==> src/rtl/hp_pkg.sv <==
package hp_pkg;
   localparam logic [7:0] HP_CPU_BASE = 8'h00;
   localparam logic [7:0] HP_GPE_BASE = 8'h40;
   localparam logic [7:0] HP_UP_BASE  = 8'h50;
   localparam logic [7:0] HP_DN_BASE  = 8'h54;
   localparam logic [7:0] HP_EJ_BASE  = 8'h58;

   localparam int unsigned HP_STS_PCI_BIT = 1;
   localparam int unsigned HP_STS_CPU_BIT = 2;

   function automatic logic [2:0] hp_low_bit(input logic [7:0] v);
      logic [2:0] idx;
      idx = 3'd0;
      for (int i = 7; i >= 0; i--) begin
         if (v[i]) idx = 3'(i);
      end
      return idx;
   endfunction
endpackage

==> src/rtl/hp_gpe_regs.sv <==
module hp_gpe_regs
   import hp_pkg::*;
#(
   parameter int unsigned GPE_W = 16,
   localparam int unsigned LANES = GPE_W / 8,
   localparam int unsigned LW = (LANES > 1) ? $clog2(LANES) : 1
) (
   input  logic             clk,
   input  logic             rst_n,
   input  logic             wr_en,
   input  logic             sel_sts,
   input  logic             sel_en,
   input  logic [LW-1:0]    lane,
   input  logic [7:0]       wdata,
   input  logic             set_cpu,
   input  logic             set_pci,
   output logic [GPE_W-1:0] sts_q,
   output logic [GPE_W-1:0] en_q,
   output logic             sci_q
);
   logic [GPE_W-1:0] set_mask;

   always_comb begin
      set_mask = '0;
      set_mask[HP_STS_CPU_BIT] = set_cpu;
      set_mask[HP_STS_PCI_BIT] = set_pci;
   end

   for (genvar l = 0; l < LANES; l++) begin : g_lane
      logic       hit;
      logic [7:0] sts_l;
      logic [7:0] en_l;
      logic [7:0] clr;

      assign hit = (lane == LW'(l));
      assign clr = (wr_en && sel_sts && hit) ? wdata : 8'h00;

      always_ff @(posedge clk or negedge rst_n) begin
         if (!rst_n) begin
            sts_l <= 8'h00;
            en_l  <= 8'h00;
         end else begin
            sts_l <= (sts_l & ~clr) | set_mask[l*8 +: 8];
            if (wr_en && sel_en && hit) en_l <= wdata;
         end
      end

      assign sts_q[l*8 +: 8] = sts_l;
      assign en_q[l*8 +: 8]  = en_l;
   end

   always_ff @(posedge clk or negedge rst_n) begin
      if (!rst_n) sci_q <= 1'b0;
      else        sci_q <= set_cpu | set_pci;
   end
endmodule

==> src/rtl/hp_cpu_map.sv <==
module hp_cpu_map #(
   parameter int unsigned CPU_BYTES = 32,
   parameter int unsigned NUM_CPUS  = 12,
   localparam int unsigned PW   = CPU_BYTES * 8,
   localparam int unsigned ID_W = $clog2(PW)
) (
   input  logic            clk,
   input  logic            rst_n,
   input  logic            evt_valid,
   input  logic [ID_W-1:0] evt_id,
   input  logic            evt_add,
   output logic [PW-1:0]   pres_q
);
   function automatic logic [PW-1:0] boot_mask();
      logic [PW-1:0] v;
      for (int i = 0; i < PW; i++) v[i] = (i < NUM_CPUS);
      return v;
   endfunction

   localparam logic [PW-1:0] BOOT = boot_mask();

   always_ff @(posedge clk or negedge rst_n) begin
      if (!rst_n)         pres_q <= BOOT;
      else if (evt_valid) pres_q[evt_id] <= evt_add;
   end
endmodule

==> src/rtl/hp_slot_map.sv <==
module hp_slot_map
   import hp_pkg::*;
#(
   parameter int unsigned SLOTS = 32,
   localparam int unsigned SB    = SLOTS / 8,
   localparam int unsigned SB_W  = (SB > 1) ? $clog2(SB) : 1,
   localparam int unsigned SID_W = $clog2(SLOTS)
) (
   input  logic             clk,
   input  logic             rst_n,
   input  logic             evt_valid,
   input  logic [SID_W-1:0] evt_id,
   input  logic             evt_add,
   input  logic             ej_wr,
   input  logic [SB_W-1:0]  ej_lane,
   input  logic [7:0]       ej_data,
   output logic [SLOTS-1:0] up_q,
   output logic [SLOTS-1:0] dn_q,
   output logic             ej_valid,
   output logic [SID_W-1:0] ej_slot
);
   logic [SLOTS-1:0] onehot;
   logic [SID_W-1:0] ej_slot_d;

   assign onehot    = SLOTS'(1) << evt_id;
   assign ej_slot_d = SID_W'({ej_lane, hp_low_bit(ej_data)});

   always_ff @(posedge clk or negedge rst_n) begin
      if (!rst_n) begin
         up_q <= '0;
         dn_q <= '0;
      end else if (evt_valid) begin
         up_q <= evt_add ? onehot : '0;
         dn_q <= evt_add ? '0 : onehot;
      end
   end

   always_ff @(posedge clk or negedge rst_n) begin
      if (!rst_n) begin
         ej_valid <= 1'b0;
         ej_slot  <= '0;
      end else begin
         ej_valid <= ej_wr && (ej_data != 8'h00);
         if (ej_wr && (ej_data != 8'h00)) ej_slot <= ej_slot_d;
      end
   end
endmodule

==> src/rtl/hp_event_regs.sv <==
module hp_event_regs
   import hp_pkg::*;
#(
   parameter int unsigned CPU_BYTES = 32,
   parameter int unsigned NUM_CPUS  = 12,
   parameter int unsigned SLOTS     = 32,
   parameter int unsigned GPE_W     = 16,
   localparam int unsigned CID_W = $clog2(CPU_BYTES * 8),
   localparam int unsigned SID_W = $clog2(SLOTS)
) (
   input  logic             clk,
   input  logic             rst_n,
   input  logic             wr_en,
   input  logic [7:0]       addr,
   input  logic [7:0]       wdata,
   output logic [7:0]       rdata,
   input  logic             cpu_evt_valid,
   input  logic [CID_W-1:0] cpu_evt_id,
   input  logic             cpu_evt_add,
   input  logic             slot_evt_valid,
   input  logic [SID_W-1:0] slot_evt_id,
   input  logic             slot_evt_add,
   output logic             sci_pulse,
   output logic             eject_valid,
   output logic [SID_W-1:0] eject_slot
);
   localparam int unsigned SB    = SLOTS / 8;
   localparam int unsigned SB_W  = (SB > 1) ? $clog2(SB) : 1;
   localparam int unsigned CB_W  = (CPU_BYTES > 1) ? $clog2(CPU_BYTES) : 1;
   localparam logic [8:0]  CPU_END = 9'(CPU_BYTES);
   localparam logic [8:0]  SB9     = 9'(SB);

   if (GPE_W != 16) begin : g_bad_gpe
      $error("GPE_W must be 16");
   end
   if (!(SLOTS == 8 || SLOTS == 16 || SLOTS == 32)) begin : g_bad_slots
      $error("SLOTS must be 8, 16 or 32");
   end
   if (CPU_BYTES < 2 || CPU_BYTES > 64 || (CPU_BYTES & (CPU_BYTES - 1)) != 0) begin : g_bad_cpu
      $error("CPU_BYTES must be a power of two in 2..64");
   end
   if (NUM_CPUS > CPU_BYTES * 8) begin : g_bad_num
      $error("NUM_CPUS exceeds presence area");
   end

   logic [CPU_BYTES*8-1:0] cpu_bits;
   logic [SLOTS-1:0]       slot_up;
   logic [SLOTS-1:0]       slot_dn;
   logic [GPE_W-1:0]       gpe_sts;
   logic [GPE_W-1:0]       gpe_en;

   logic       hit_cpu, hit_gpe, hit_up, hit_dn, hit_ej;
   logic [8:0] off_up, off_dn, off_ej;

   assign off_up  = {1'b0, addr} - {1'b0, HP_UP_BASE};
   assign off_dn  = {1'b0, addr} - {1'b0, HP_DN_BASE};
   assign off_ej  = {1'b0, addr} - {1'b0, HP_EJ_BASE};
   assign hit_cpu = ({1'b0, addr} < CPU_END);
   assign hit_gpe = (addr[7:2] == HP_GPE_BASE[7:2]);
   assign hit_up  = (addr >= HP_UP_BASE) && (off_up < SB9);
   assign hit_dn  = (addr >= HP_DN_BASE) && (off_dn < SB9);
   assign hit_ej  = (addr >= HP_EJ_BASE) && (off_ej < SB9);

   hp_gpe_regs #(.GPE_W(GPE_W)) u_gpe (
      .clk     (clk),
      .rst_n   (rst_n),
      .wr_en   (wr_en),
      .sel_sts (hit_gpe && !addr[1]),
      .sel_en  (hit_gpe && addr[1]),
      .lane    (addr[0:0]),
      .wdata   (wdata),
      .set_cpu (cpu_evt_valid),
      .set_pci (slot_evt_valid),
      .sts_q   (gpe_sts),
      .en_q    (gpe_en),
      .sci_q   (sci_pulse)
   );

   hp_cpu_map #(.CPU_BYTES(CPU_BYTES), .NUM_CPUS(NUM_CPUS)) u_cpu (
      .clk       (clk),
      .rst_n     (rst_n),
      .evt_valid (cpu_evt_valid),
      .evt_id    (cpu_evt_id),
      .evt_add   (cpu_evt_add),
      .pres_q    (cpu_bits)
   );

   hp_slot_map #(.SLOTS(SLOTS)) u_slot (
      .clk       (clk),
      .rst_n     (rst_n),
      .evt_valid (slot_evt_valid),
      .evt_id    (slot_evt_id),
      .evt_add   (slot_evt_add),
      .ej_wr     (wr_en && hit_ej),
      .ej_lane   (off_ej[SB_W-1:0]),
      .ej_data   (wdata),
      .up_q      (slot_up),
      .dn_q      (slot_dn),
      .ej_valid  (eject_valid),
      .ej_slot   (eject_slot)
   );

   logic [7:0] cpu_b [CPU_BYTES];
   logic [7:0] up_b  [SB];
   logic [7:0] dn_b  [SB];

   for (genvar b = 0; b < CPU_BYTES; b++) begin : g_cpu_b
      assign cpu_b[b] = cpu_bits[b*8 +: 8];
   end
   for (genvar b = 0; b < SB; b++) begin : g_slot_b
      assign up_b[b] = slot_up[b*8 +: 8];
      assign dn_b[b] = slot_dn[b*8 +: 8];
   end

   always_comb begin
      rdata = 8'h00;
      if (hit_cpu) begin
         rdata = cpu_b[addr[CB_W-1:0]];
      end else if (hit_gpe) begin
         if (addr[1]) rdata = addr[0] ? gpe_en[15:8]  : gpe_en[7:0];
         else         rdata = addr[0] ? gpe_sts[15:8] : gpe_sts[7:0];
      end else if (hit_up) begin
         rdata = up_b[off_up[SB_W-1:0]];
      end else if (hit_dn) begin
         rdata = dn_b[off_dn[SB_W-1:0]];
      end
   end
endmodule

==> config.mk <==
export PLATFORM = sky130hd
export DESIGN_NAME = hp_event_regs
export DESIGN_NICKNAME = d
export VERILOG_FILES = /design/src/rtl/hp_pkg.sv /design/src/rtl/hp_gpe_regs.sv /design/src/rtl/hp_cpu_map.sv /design/src/rtl/hp_slot_map.sv /design/src/rtl/hp_event_regs.sv
export SDC_FILE = /design/constraint.sdc
export NUM_CORES = 1
export LEC_CHECK = 0
export BUFFER_PORTS_ARGS = -buffer_cell sky130_fd_sc_hd__buf_4
export CAP_MARGIN = 20
export CORE_UTILIZATION = 55
export DETAILED_ROUTE_END_ITERATION = 7
export PLACE_DENSITY_LB_ADDON = 0.12
export SETUP_SLACK_MARGIN = 0.1
export SLEW_MARGIN = 20
export SYNTH_ARGS = -nofsm -noshare
export SYNTH_HDL_FRONTEND = slang
export SYNTH_SLANG_ARGS = --single-unit
==> constraint.sdc <==
create_clock -name clk -period 5.3 [get_ports clk]
set_input_delay 0.265 -clock clk [delete_from_list [all_inputs] [get_ports clk]]
set_output_delay 0.265 -clock clk [all_outputs]
set_load 0.005 [all_outputs]
Yosys cells after proc, flatten, opt, wreduce, memory -nomap -nowiden

Index checks and enable logic that the tools add are counted.

Register bits: 359
Bits in latches: 0
RAM bits: 0
ROM bits: 0
Input port bits: 36
Output and inout bits: 15
Word-level logic and storage cells: 84
Memories kept: 0

$add $sub $neg: 3
Multipliers: 0
Divide/modulo/power cells: 0
Order comparisons: 12
Equal/unequal tests: 1
Shifts and indexed selects: 1
Muxes and demuxes: 31
Bitwise logic cells: 10
Reduce and logical (&&, ||, !) cells: 16

Operators with widths:

| kind                 | number |
|---|---|
| $bwmux 256           | 1 |
| $mux 8               | 15 |
| $mux 32              | 2 |
| $bmux 8 s5           | 1 |
| $bmux 8 s2           | 2 |
| $shl 1x5->32 const A | 1 |
| $lt 9x3->1 const B   | 3 |
| $sub 8x7->9 const B  | 3 |
| $ge 8x7->1 const B   | 3 |
| $mux 3               | 8 |
| $and 8x8->8          | 2 |
| $not 8->8            | 2 |
| $logic_and 1x1->1    | 14 |
| $lt 8x9->1 const B   | 1 |
| $demux 1 s8          | 1 |
| $ge 8x1->1 const B   | 1 |
| $lt 8x6->1 const B   | 1 |
| $or 8x3->8           | 1 |
| $reduce_bool 8->1    | 1 |
| $eq 6x5->1 const B   | 1 |
| $ge 3x3->1 const B   | 2 |
| $ge 6x6->1 const B   | 1 |
| $not 2->3            | 2 |
| $not 5->6            | 1 |
| other kinds (4)      | 4 |

Logic depth before layout (Yosys ltp)

Word-level depth: 9
Depth in mapped cells: 10
Mapped depth without buffers: 7

By module

From an unflattened synthesis, not the netlist that was laid out.

Cells, all modules: 1580
Area, all modules: 19210.9 um2

By module, submodules not included:

| module        | times used | cells an instance | area an instance (um2) | sequential area each (um2) |
|---|---|---|---|---|
| hp_cpu_map    | 1          | 930               | 11897.7                | 6421.2 |
| hp_event_regs | 1          | 274               | 3135.5                 | 0.0 |
| hp_slot_map   | 1          | 299               | 2962.8                 | 1751.7 |
| hp_gpe_regs   | 1          | 77                | 1214.9                 | 825.8 |

Worst setup path after synthesis

Ideal clock, no wire load.

Path kind: input to register
Start: in addr[2]
End: reg u_gpe.g_lane[0].sts_l[1]
Data arrival time: 2.404 ns
Required time: 5.182 ns
Setup slack: 2.777 ns
Stages on the path: 10
Path through: buf_2 > inv_1 > clkbuf_1 > ha_1 > and4b_1 > clkbuf_1 > nand2_1 > nor3_1 > nand2_1 > a21o_1

Longest elaborated chain between the ends: 8

Ends and longest elaborated chain:

| element                        | line                | source |
|---|---|---|
| from (decl)                    | hp_event_regs.sv:14 | `input logic [7:0] addr,` |
| $eq 6x5->1                     | hp_event_regs.sv:59 | `assign hit_gpe = (addr[7:2] == HP_GPE_BASE[7:2]);` |
| $logic_and 1x1->1              | hp_event_regs.sv:68 | `.sel_sts (hit_gpe && !addr[1]),` |
| $logic_and 1x1->1 (2 in a row) | hp_gpe_regs.sv:36   | `assign clr = (wr_en && sel_sts && hit) ? wdata : 8'h00;` |
| $mux 8                         | hp_gpe_regs.sv:36   |  |
| $not 8->8                      | hp_gpe_regs.sv:43   | `sts_l <= (sts_l & ~clr) \| set_mask[l*8 +: 8];` |
| $and 8x8->8                    | hp_gpe_regs.sv:43   |  |
| $or 8x3->8                     | hp_gpe_regs.sv:43   |  |
| to (signal assigned)           | hp_gpe_regs.sv:43   |  |
| to (decl)                      | hp_gpe_regs.sv:31   | `logic [7:0] sts_l;` |

No other way between the ends.
A chain may end at the register's enable or synchronous reset.

Final worst setup path

Start: in addr[0]
End: out rdata[6]

Longest elaborated chain between the ends: 9
Elaborated cells on any way between the ends: 28
Classes of those cells: 2 x add/sub; 5 x order compare; 16 x mux; 3 x bitwise; 2 x reduce/logical

Ends and longest elaborated chain:

| element                                                             | line                 | source |
|---|---|---|
| parallel branches: the longest is 8 deep, another holds $sub 8x7->9 | -                    |  |
| $mux 8 *                                                            | hp_event_regs.sv:117 | `if (hit_cpu) begin` |
| to (decl)                                                           | hp_event_regs.sv:16  | `output logic [7:0] rdata,` |

Every way passes the cells marked *. The select of a mux whose other input is x is not followed.

==> summary.md <==
| Metric | Value |
|---|---|
| Pwr/cell area | between 300 and 400 nW/µm² |
| Fill cells | roughly 2,500 |
| Reg clk slew, reported paths | 0.06 ns |
| Area of the core | between 30,000 and 40,000 µm² |
| DRC violations left | 0 |
| Area of the mapped netlist | about 18,000 µm² |
| GR Overflow Total | 0 |
| Syn avg cell area | around 12 µm² |
| R2R cell count | 1 |
| CP startpoint kind | primary input |
| Crit-path cells | buf_6 -> buf_4 -> mux4_2 -> mux2i_1 -> o22ai_1 -> nor2_1 -> o221ai_1 -> buf_4 |
| Post-CTS setup buffer count | 0 |
| Ports | a little over 50 |
| Yosys cell types | between 40 and 50 |
| Post-synth top area share | between 40 and 50% |
| Wirelength, routed | roughly 43 mm |
| Die Ht | 182 µm |
| Lkg Pwr | 0.00884 µW |
| Cell Rows | 65 |
| Final setup violation count | 0 |
| Area delta synth->final | 10.8% |
| Outcome | finished clean |
| Cts repair resizes | 0 |
| Die W | ~180 µm |
| Initial core utilization | between 50 and 60% |
| Hold path depth | 2 |
| Number of flops mapped to enable cells by yosys | 0 |
| Crit Path Class | in -> out |
| Final WS setup | ~2.1 ns |
| Skew-Pair Late Insertion Delay | 0.52 ns |
| Via density | approximately 6.1 |
| Crit. path cell count | 8 |
| Slew margin rel. | a little under a third |
| Final hold viol count | 0 |
| Via count | ~12,000 |
| CP top delay family | buffers and inverters |
| Main flop type after synthesis | dfrtp_1 |
| Cts hold-fix bufs | 9 |
| Worst VDD drop | about 0.21 mV |
| RSZ-0062 raised after global routing | no |
| FF-to-FF setup slack | about 4.5 ns |
| Hold Crit Endpoint | u_gpe.g_lane[0].sts_l[2] |
| Die area | between 30,000 and 40,000 µm² |
| Ant diodes | 0 |
| Tmin final | ~3.2 ns |
| Syn_nets | 1,529 |
| Critical path's most frequent cell | buf_4 |
| Crit path max fanout | 37 |
| Synth top area cells | dfrtp_1, mux2_2, mux4_2, nand2_1, o22ai_1 |
| DR pass1 iterations | 5 |
| Worst slew pin tran | about 1.0 ns |
| Slowest stage delay, CP | about 0.57 ns |
| Place WS | 2.06 ns |
| Asr flop ratio synth | 100% |
| CP max-delay cell | mux4_2 |
| Num CTS Buffers | 39 |
| RD Place Congestion | between 0.8 and 0.9 |
| CTS Sinks | between 300 and 400 |
| Synthesis Warnings | 0 |
| CTS Buffer Depth | 3 |
| PortBufs | 50 |
| Worst hold start | cpu_evt_valid |
| Hold WC Path Type | in -> reg |
| Critical Path RT | slightly above 5 ns |
| Initial antenna violation count | 0 |
| Final Max Slew Viols | 0 |
| Fin crit share | between 60% and 70% |
| Seq/Total Area, Yosys | a little over 50% |
| Leading area contributor after synthesis | dfrtp_1 |
| CTS tree | built |
| Max cap viols | 0 |
| Total negative setup slack | 0 ns |
| RR Endpoint | u_cpu.pres_q[69] |
| Layout cells sized above 1 | between 30 and 40% |
| Critical path endpoint category | output pin |
| Fmax | between 300 and 400 MHz |
| Setup Skew | 0 ns |
| Routed Antenna Nets | 0 |
| Tot GR Track Use | a little over a quarter |
| Initial DRC count | between 800 and 900 |
| Vias in the first global route | 12,214 |
| Worst Path Arrival | 2.94 ns |
| Drt wl/cell | approximately 23 µm |
| Yosys reg bits | between 300 and 400 |
| Mapped Cells | roughly 1,500 |
| Final HPWL from detailed placement | 27.0 mm |
| Worst path buffer plus inverter count | 3 |
| Largest net degree at the start of global routing | around 170 |
| First-pass GRT wire length | approximately 70 mm |
| Root Buffer Master | clkbuf_16 |
| Reg2reg start | u_cpu.pres_q[69] |
| CTS HTree Levels | 2 |
| Final layout net count | 1,516 |
==> where the power goes <==
| group | total [µW] | leakage (µW) | switching [µW] | internal, µW |
|---|---|---|---|---|
| combinational | 516 | 0.00329 | 301 | 215 |
| sequential | 2910 | 0.00490 | 55.2 | 2860 |
| clock | 2790 | 0.000643 | 1090 | 1700 |
| total | 6220 | 0.00884 | 1450 | 4770 |
==> cell usage after synthesis (2+ instances only) <==
| library cell | number |
|---|---|
| dfrtp_1 | 347 |
| a21boi_0 | 14 |
| o221ai_1 | 8 |
| nor4_1 | 3 |
| nand4b_1 | 2 |
| o22ai_1 | 81 |
| nor3b_1 | 3 |
| buf_1 | 6 |
| a21o_1 | 2 |
| mux2i_1 | 35 |
| o22a_1 | 9 |
| clkbuf_1 | 87 |
| nor3_2 | 5 |
| and2_1 | 2 |
| mux2_1 | 27 |
| nand4_1 | 5 |
| inv_1 | 86 |
| o21ai_0 | 4 |
| and3_1 | 16 |
| nor2_1 | 34 |
| buf_2 | 36 |
| nand2b_1 | 9 |
| nand2_1 | 267 |
| mux2_2 | 245 |
| nor3_1 | 6 |
| a21oi_1 | 2 |
| mux4_2 | 88 |
| nand3b_1 | 2 |
| ha_1 | 4 |
| nor2b_1 | 10 |
| nand3_1 | 23 |
| dfstp_2 | 12 |
==> metal layers <==
metal	up-vias	global-route usage (%)	share of wire [%]
met5	-	0	0
met4	0	8.81	2.9
met3	85	2.81	3.6
met2	242	45.3	49
met1	6103	37.6	44
li1	5209	-	-
==> stage by stage <==
stage               cells  utilization (%)  hold slack (ns)  area [µm²]  power (µW)
global route         1906             62.3            0.139       19800        6420
detailed placement   1828             57.9            0.325       18400        3470
finish               1906             62.3            0.132       19800        6220
global placement     1828             57.9            0.323       18400        3460
CTS                  1906             62.3            0.104       19800        6280
floorplan            1489                -          -0.0306       17800        3260
==> final cells by class <==
cell class,count,area (µm²),area share [%]
Clock inverter,10,159,0.804
Timing Repair Buffer,76,633,3.20
Multi-Input combinational cell,914,7990,40.4
Clock buffer,59,1160,5.87
Tap cell,402,503,2.54
Sequential cell,359,9000,45.5
Inverter,86,323,1.63
==> layout by cell type (no fill, tap or decap), types with 3 or more instances in the layout <==
cell type | synthesis | layout
o22a_1 | 9 | 9
o21ai_0 | 4 | 4
mux4_2 | 88 | 88
a21boi_0 | 14 | 14
nand3_1 | 23 | 23
clkbuf_8 | 0 | 11
clkbuf_1 | 87 | 9
nor3_2 | 5 | 6
clkinv_2 | 0 | 3
clkbuf_16 | 0 | 39
o22ai_1 | 81 | 81
mux2_2 | 245 | 245
dfstp_2 | 12 | 12
o221ai_1 | 8 | 8
nand2b_1 | 9 | 9
mux2_1 | 27 | 27
nor2_1 | 34 | 30
inv_1 | 86 | 86
ha_1 | 4 | 4
nor4_1 | 3 | 3
nor2_2 | 0 | 4
nor2b_1 | 10 | 10
nor3_1 | 6 | 5
nor3b_1 | 3 | 3
nand4_1 | 5 | 5
buf_4 | 1 | 62
nand2_1 | 267 | 267
dlygate4sd3_1 | 0 | 9
and3_1 | 16 | 16
bufinv_16 | 0 | 4
mux2i_1 | 35 | 35
dfrtp_1 | 347 | 347
==> kinds of logic after synthesis <==
logic type | synth area share, %
simple gates | 9.61
compound gates | 4.59
fa+ha+maj | 0.281
mux | 30.2
buf+inv | 4.82
flops | 50.4
==> state kept, by name, summed over array words and instances, names as in the netlist <==
name,count
u_slot.ej_slot,5
u_gpe.g_lane.sts_l,16
u_gpe.sci_q,1
u_slot.up_q,32
u_cpu.pres_q,256
u_slot.dn_q,32
u_gpe.g_lane.en_l,16
u_slot.ej_valid,1
==> worst max path at each step <==
stage	startpoint	end	slack (ns)
final	addr[0]	rdata[6]	2.10
after floorplan	addr[2]	u_gpe.g_lane[0].sts_l[1]	2.78
after global routing	addr[0]	rdata[3]	1.92
after global placement	addr[0]	rdata[5]	2.07
after CTS	addr[0]	rdata[7]	2.07
after detailed placement	addr[0]	rdata[7]	2.06
Power figures use the tool's default switching activity.
